`src/rtl/flash_irq_pkg.sv`:
```
package flash_irq_pkg;
  localparam int WORD_W = 16;
  localparam int SEL_W  = 3;
  localparam int KIND_W = 3;

  localparam logic [SEL_W-1:0] SEL_CFG1 = 3'd0;
  localparam logic [SEL_W-1:0] SEL_CFG2 = 3'd1;
  localparam logic [SEL_W-1:0] SEL_INT  = 3'd2;
  localparam logic [SEL_W-1:0] SEL_STAT = 3'd3;
  localparam logic [SEL_W-1:0] SEL_CMD  = 3'd4;

  typedef enum logic [KIND_W-1:0] {
    EV_LOAD    = 3'd0,
    EV_PROG    = 3'd1,
    EV_ERASE   = 3'd2,
    EV_CORERST = 3'd3,
    EV_GENERIC = 3'd4
  } evt_kind_e;

  localparam int INT_MASTER = 15;
  localparam int INT_LOAD   = 7;
  localparam int INT_PROG   = 6;
  localparam int INT_ERASE  = 5;

  localparam int ERR_CMD   = 10;
  localparam int ERR_ERASE = 11;
  localparam int ERR_PROG  = 12;
  localparam int ERR_LOAD  = 13;

  localparam logic [WORD_W-1:0] ERR_ALL =
    (WORD_W'(1) << ERR_CMD) | (WORD_W'(1) << ERR_ERASE) |
    (WORD_W'(1) << ERR_PROG) | (WORD_W'(1) << ERR_LOAD);
endpackage

```
`src/rtl/flash_irq_status.sv`:
```
module flash_irq_status
  import flash_irq_pkg::*;
#(
  parameter logic [WORD_W-1:0] INT_COLD = 16'h8080,
  parameter logic [WORD_W-1:0] INT_WARM = 16'h8010
) (
  input  logic              clk,
  input  logic              rst_n,
  input  logic              soft_rst,
  input  logic              int_we,
  input  logic [WORD_W-1:0] wdata,
  input  logic              evt_valid,
  input  logic [KIND_W-1:0] evt_kind,
  input  logic              evt_fail,
  output logic [WORD_W-1:0] int_q,
  output logic [WORD_W-1:0] stat_q
);
  logic [WORD_W-1:0] int_set, err_set, int_acked, stat_acked;

  always_comb begin
    int_set = '0;
    err_set = '0;
    if (evt_valid) begin
      int_set[INT_MASTER] = 1'b1;
      unique case (evt_kind)
        EV_LOAD: begin
          int_set[INT_LOAD] = 1'b1;
          if (evt_fail) begin
            err_set[ERR_CMD]  = 1'b1;
            err_set[ERR_LOAD] = 1'b1;
          end
        end
        EV_PROG: begin
          int_set[INT_PROG] = 1'b1;
          if (evt_fail) begin
            err_set[ERR_CMD]  = 1'b1;
            err_set[ERR_PROG] = 1'b1;
          end
        end
        EV_ERASE: begin
          int_set[INT_ERASE] = 1'b1;
          if (evt_fail) begin
            err_set[ERR_CMD]   = 1'b1;
            err_set[ERR_ERASE] = 1'b1;
          end
        end
        EV_CORERST: int_set = '0;
        EV_GENERIC: err_set[ERR_CMD] = evt_fail;
        default:    err_set[ERR_CMD] = 1'b1;
      endcase
    end
  end

  always_comb begin
    int_acked  = int_we ? (int_q & wdata) : int_q;
    stat_acked = (int_we && !int_acked[INT_MASTER]) ? (stat_q & ~ERR_ALL) : stat_q;
  end

  always_ff @(posedge clk or negedge rst_n) begin
    if (!rst_n) begin
      int_q  <= INT_COLD;
      stat_q <= '0;
    end else if (soft_rst) begin
      int_q  <= INT_WARM;
      stat_q <= '0;
    end else begin
      int_q  <= int_acked | int_set;
      stat_q <= stat_acked | err_set;
    end
  end
endmodule

```
`src/rtl/flash_irq_cfg.sv`:
```
module flash_irq_cfg
  import flash_irq_pkg::*;
#(
  parameter logic [WORD_W-1:0] CFG1_RST = 16'h40C0,
  parameter logic [WORD_W-1:0] CFG2_RST = 16'h0000,
  parameter int               RDY_BIT  = 7
) (
  input  logic              clk,
  input  logic              rst_n,
  input  logic              soft_rst,
  input  logic              cfg1_we,
  input  logic              cfg2_we,
  input  logic [WORD_W-1:0] wdata,
  output logic [WORD_W-1:0] cfg1_q,
  output logic [WORD_W-1:0] cfg2_q,
  output logic              rdy_q
);
  always_ff @(posedge clk or negedge rst_n) begin
    if (!rst_n) begin
      cfg1_q <= CFG1_RST;
      cfg2_q <= CFG2_RST;
      rdy_q  <= 1'b1;
    end else if (soft_rst) begin
      cfg1_q <= CFG1_RST;
      cfg2_q <= CFG2_RST;
      rdy_q  <= 1'b1;
    end else begin
      if (cfg1_we) begin
        cfg1_q <= wdata;
        rdy_q  <= wdata[RDY_BIT];
      end
      if (cfg2_we) cfg2_q <= wdata;
    end
  end
endmodule

```
`src/rtl/flash_irq_cmd.sv`:
```
module flash_irq_cmd
  import flash_irq_pkg::*;
#(
  parameter int CODE_W = 8
) (
  input  logic              clk,
  input  logic              rst_n,
  input  logic              cmd_we,
  input  logic              busy,
  input  logic [WORD_W-1:0] wdata,
  output logic [WORD_W-1:0] cmd_q,
  output logic              issue,
  output logic [CODE_W-1:0] code
);
  assign issue = cmd_we && !busy;
  assign code  = wdata[CODE_W-1:0];

  always_ff @(posedge clk or negedge rst_n) begin
    if (!rst_n)     cmd_q <= '0;
    else if (issue) cmd_q <= wdata;
  end
endmodule

```
`src/rtl/flash_irq_ctrl.sv`:
```
module flash_irq_ctrl
  import flash_irq_pkg::*;
#(
  parameter logic [WORD_W-1:0] CFG1_RST  = 16'h40C0,
  parameter logic [WORD_W-1:0] CFG2_RST  = 16'h0000,
  parameter logic [WORD_W-1:0] CFG1_RDM  = 16'hFFE0,
  parameter logic [WORD_W-1:0] INT_COLD  = 16'h8080,
  parameter logic [WORD_W-1:0] INT_WARM  = 16'h8010,
  parameter int               POL_BIT   = 6,
  parameter int               RDY_BIT   = 7,
  parameter int               CODE_W    = 8
) (
  input  logic              clk,
  input  logic              rst_n,
  input  logic              warm_rst,
  input  logic              reg_we,
  input  logic [SEL_W-1:0]  reg_sel,
  input  logic [WORD_W-1:0] reg_wdata,
  output logic [WORD_W-1:0] reg_rdata,
  input  logic              evt_valid,
  input  logic [KIND_W-1:0] evt_kind,
  input  logic              evt_fail,
  output logic              cmd_issue,
  output logic [CODE_W-1:0] cmd_code,
  output logic              irq_o,
  output logic              rdy_o
);
  logic [WORD_W-1:0] int_q, stat_q, cfg1_q, cfg2_q, cmd_q;
  logic soft_rst;

  assign soft_rst = warm_rst || (evt_valid && evt_kind == EV_CORERST);

  flash_irq_status #(.INT_COLD(INT_COLD), .INT_WARM(INT_WARM)) u_status (
    .clk(clk), .rst_n(rst_n), .soft_rst(soft_rst),
    .int_we(reg_we && reg_sel == SEL_INT), .wdata(reg_wdata),
    .evt_valid(evt_valid), .evt_kind(evt_kind), .evt_fail(evt_fail),
    .int_q(int_q), .stat_q(stat_q)
  );

  flash_irq_cfg #(.CFG1_RST(CFG1_RST), .CFG2_RST(CFG2_RST), .RDY_BIT(RDY_BIT)) u_cfg (
    .clk(clk), .rst_n(rst_n), .soft_rst(soft_rst),
    .cfg1_we(reg_we && reg_sel == SEL_CFG1),
    .cfg2_we(reg_we && reg_sel == SEL_CFG2),
    .wdata(reg_wdata), .cfg1_q(cfg1_q), .cfg2_q(cfg2_q), .rdy_q(rdy_o)
  );

  flash_irq_cmd #(.CODE_W(CODE_W)) u_cmd (
    .clk(clk), .rst_n(rst_n), .cmd_we(reg_we && reg_sel == SEL_CMD),
    .busy(int_q[INT_MASTER]), .wdata(reg_wdata),
    .cmd_q(cmd_q), .issue(cmd_issue), .code(cmd_code)
  );

  assign irq_o = int_q[INT_MASTER] ^ ~cfg1_q[POL_BIT];

  always_comb begin
    unique case (reg_sel)
      SEL_CFG1: reg_rdata = cfg1_q & CFG1_RDM;
      SEL_CFG2: reg_rdata = cfg2_q;
      SEL_INT:  reg_rdata = int_q;
      SEL_STAT: reg_rdata = stat_q;
      SEL_CMD:  reg_rdata = cmd_q;
      default:  reg_rdata = '0;
    endcase
  end
endmodule

```
`config.mk`:
```
export PLATFORM = sky130hd
export DESIGN_NAME = flash_irq_ctrl
export DESIGN_NICKNAME = d
export VERILOG_FILES = /design/src/rtl/flash_irq_pkg.sv /design/src/rtl/flash_irq_status.sv /design/src/rtl/flash_irq_cfg.sv /design/src/rtl/flash_irq_cmd.sv /design/src/rtl/flash_irq_ctrl.sv
export SDC_FILE = /design/constraint.sdc
export NUM_CORES = 1
export LEC_CHECK = 0
export BUFFER_PORTS_ARGS = -buffer_cell sky130_fd_sc_hd__buf_2
export CAP_MARGIN = 40
export CORE_ASPECT_RATIO = 0.8
export CORE_UTILIZATION = 50
export DETAILED_ROUTE_END_ITERATION = 8
export HOLD_SLACK_MARGIN = 0.05
export PLACE_DENSITY = 0.75
export SLEW_MARGIN = 20
export SYNTH_ARGS = -nofsm -noshare
export SYNTH_HDL_FRONTEND = slang
export SYNTH_SLANG_ARGS = --single-unit
```
`constraint.sdc`:
```
create_clock -name clk -period 1.2 [get_ports clk]
set_input_delay 0.18 -clock clk [delete_from_list [all_inputs] [get_ports clk]]
set_output_delay 0.18 -clock clk [all_outputs]
set_load 0.005 [all_outputs]
```
==> out/results.ini <==
[outcome]
run_status = finished with violations
violations = negative setup slack

[final_layout]
share_of_cells_above_drive_strength_1_pct = 39.0
synth_to_layout_area_growth_pct = 32.5
nFillCells = 468
antennaDiodeCount = 0
finalInstanceArea_sq_mm = 0.00413
final_net_count = 431

[sta]
maxClockFrequency_ghz = 0.606
final.min_clock_period_ns = 1.65
timing.slew.headroom_pct = 77.6
postLayoutSetupSlackWorst_ns = -0.449
final-setup-viol-count = 35
report.final.slew_viol_count = 0
final_hold_viol_count = 0
worstMarginPinSlew_ns = 0.336
post-route-period-util_pct = 137
final_worst_clock_skew_ns = 0.00503
grt_setup_unrepaired = yes

[logic_synthesis]
synth_top_area_share_pct = 46.5
synth_top_flop_cell = sky130_fd_sc_hd__dfrtp_1
netlist_top_cells_area = sky130_fd_sc_hd__dfrtp_1, sky130_fd_sc_hd__nand2_1, sky130_fd_sc_hd__mux2_2
ys_ff_latch = 63
netlist_area_sq_mm = 0.00312
synth_area_per_cell_sq_um = 9.74
post_synth_inst_count = 320
synth_fp_nets = 348
synth-edff-count = 0
synth.most_common_cell = sky130_fd_sc_hd__nand2_1
yosys.area.top_type = sky130_fd_sc_hd__dfrtp_1
synth_sequential_area_ratio_pct = 50.8
netlist_top_cells_count = sky130_fd_sc_hd__nand2_1, sky130_fd_sc_hd__dfrtp_1, sky130_fd_sc_hd__o21ai_0
ys_async_sr_fraction_pct = 100
synth.distinct_cells = 35
synth.yosys.warnings = 0

[worst_setup_path]
reg2reg_setup_slack_ns = -0.25
worst-endpoint-arrival_ns = 1.47
rr_worst_depth = 5
critical_path_capture_point = reg_rdata[13]
worst_setup_end_kind = output pin
worstSetupStartpointType = flip-flop
worst-endpoint-required_ns = 1.02
rr_endpoint = u_cmd.cmd_q[11]
r2r-start = u_status.int_q[15]
timing.critical_path.fanout_max = 2
timing.critical_path.from = u_status.stat_q[13]
critical_path_class = flip-flop to output pin

[floorplan]
floorplan.die.width_microns = 90.3
die-height_microns = 72.6
floorplan.initialDensity_pct = 52.2
pin_count = 55
rows = 25
core-area_sq_mm = 0.00597
fp.dieArea_sq_mm = 0.00656

[detailed_routing]
dr.pass1.iters = 4
drc_violation_count_after_routing = 0
antenna_violating_nets_post_route = 0
drt_first_iter_violations = 135
avgViaCountPerCell = 5.54
total_wirelength_of_the_detailed_routed_design_microns = 8320
via_count = 2709
route.detailed.wl_per_inst_microns = 17.0

[grt]
antenna_violations_before_repair = 0
grt.total_usage_pct = 26.7
number_of_global_route_vias_before_repair = 2672
grt_first_pass_wirelength_microns = 13300
pin_count_of_the_biggest_net_entering_global_routing = 64
global_route.overflow_total = 0

[job]
cap_viol_max_count = 0

[placed_design]
detail_placement_hpwl_microns = 5330
place_area_sq_mm = 0.00372
minimum_setup_slack_after_placement_ns = -0.175
place_congestion = 0.796
port-buffer-count = 54

[clocking]
cts.path.max_buffers = 2
ctsRootBufferMaster = sky130_fd_sc_hd__clkbuf_8
cts.clk_slew.worst_paths_ns = 0.07
clk_latency_ns = 0.35
cts_num_sinks = 63
cts_inserted_buffers = 9
htree_num_levels = 3
tritoncts = yes

[power]
power_per_cell_area_mw_per_mm2 = 1120
peak_ir_drop_on_the_vdd_network_v = 0.000630
leakage_nw = 1.99

[worst_hold_path]
worstHoldStart = warm_rst
min-delay-path-class = input port to flip-flop

[placed cells by master, fill, tap and decap left out, types with 7 or more instances in the layout]
| master | netlist | layout |
|---|---|---|
| sky130_fd_sc_hd__mux2i_1 | 13 | 11 |
| sky130_fd_sc_hd__buf_6 | 3 | 7 |
| sky130_fd_sc_hd__a21oi_1 | 31 | 31 |
| sky130_fd_sc_hd__buf_4 | 11 | 35 |
| sky130_fd_sc_hd__mux2_4 | 0 | 16 |
| sky130_fd_sc_hd__clkbuf_8 | 0 | 10 |
| sky130_fd_sc_hd__buf_2 | 6 | 51 |
| sky130_fd_sc_hd__buf_12 | 0 | 7 |
| sky130_fd_sc_hd__dfrtp_1 | 58 | 58 |
| sky130_fd_sc_hd__a2bb2oi_1 | 10 | 7 |
| sky130_fd_sc_hd__nor2_1 | 14 | 14 |
| sky130_fd_sc_hd__o21ai_1 | 0 | 16 |
| sky130_fd_sc_hd__o21ai_0 | 34 | 17 |
| sky130_fd_sc_hd__nand2_1 | 72 | 72 |
[how the worst min path moves through the flow]
stage                   endpoint  slack (ns)  cells past startpoint
3_3_place_gp    u_cfg.cfg2_q[12]        0.21                      2
4_1_cts        u_status.int_q[5]        0.05                      2
2_1_floorplan   u_cfg.cfg1_q[10]       -0.12                      0
6_report       u_status.int_q[5]        0.06                      2
3_5_place_dp     u_cmd.cmd_q[11]        0.22                      2
5_1_grt        u_status.int_q[5]        0.07                      2
[area by class of cell]
class                           count  area [sq um]  share of cell area [%]
Tap cell                           81           101                    2.45
Inverter                            2          7.51                   0.182
Timing Repair Buffer              103           772                    18.7
Multi-Input combinational cell    224          1470                    35.6
Clock buffer                       10           138                    3.33
Clock inverter                      6          60.1                    1.45
Sequential cell                    63          1580                    38.3
[through the flow]
step / total power [mW] / util [%] / hold WS (ns) / instances / setup TNS, ns
2_1_floorplan: 2.49 / - / -0.116 / 320 / -0.911
3_3_place_gp: 2.76 / 62.2 / 0.215 / 465 / -6.95
3_5_place_dp: 2.77 / 62.2 / 0.216 / 465 / -8.35
4_1_cts: 4.63 / 67.7 / 0.0537 / 486 / -7.01
5_1_grt: 4.81 / 69.2 / 0.0708 / 489 / -9.40
6_report: 4.63 / 69.2 / 0.0587 / 489 / -7.43
[routing by layer]
metal  vias to the layer above  GRT usage, %  part of all wire [%]
li1                       1266             -                     -
met1                      1328          36.3                    44
met2                        94          40.5                    48
met3                        21          8.13                   6.7
met4                         0          10.9                   2.1
met5                         -             0                     0
[what timing repair did]
action / CTS / global route
endpoints found under the setup margin: 35 / 39
endpoints found under the hold margin: 59 / 0
resized for setup: 38 / 23
pin swaps: 4 / 11
hold buffers: 2 / 0
gates cloned: 0 / 0
buffers inserted: 4 / 7
[state kept, by name, summed over array words and instances, names as in the netlist]
register / cells
u_cfg.cfg2_q: 16
u_cmd.cmd_q: 16
u_status.int_q: 16
u_cfg.cfg1_q: 10
u_status.stat_q: 4
u_cfg.rdy_q: 1
[logic make-up after synthesis]
logic type	after synthesis	share of synthesized area, %
muxes	30	10.7
AOI/OAI and AO/OA	87	16.1
xor gates and xnor gates	1	0.281
and+or+nand+nor	106	15.9
DFF	63	50.8
buffers and inverters	33	6.30
[worst max-delay path, stage by stage, from the launching register on]
cell                      delay (ns)
sky130_fd_sc_hd__dfrtp_1        0.40
sky130_fd_sc_hd__mux4_2         0.48
sky130_fd_sc_hd__inv_2          0.07
sky130_fd_sc_hd__o21ai_2        0.05
sky130_fd_sc_hd__buf_2          0.12
[power breakdown]
part | total [mW] | switching, mW | leakage [nW] | internal [mW]
logic | 0.578 | 0.304 | 1.04 | 0.274
clock network | 1.85 | 0.844 | 0.0981 | 1.00
registers | 2.21 | 0.0321 | 0.851 | 2.18
total | 4.63 | 1.18 | 1.99 | 3.45
(Power assumes the default switching activity.)
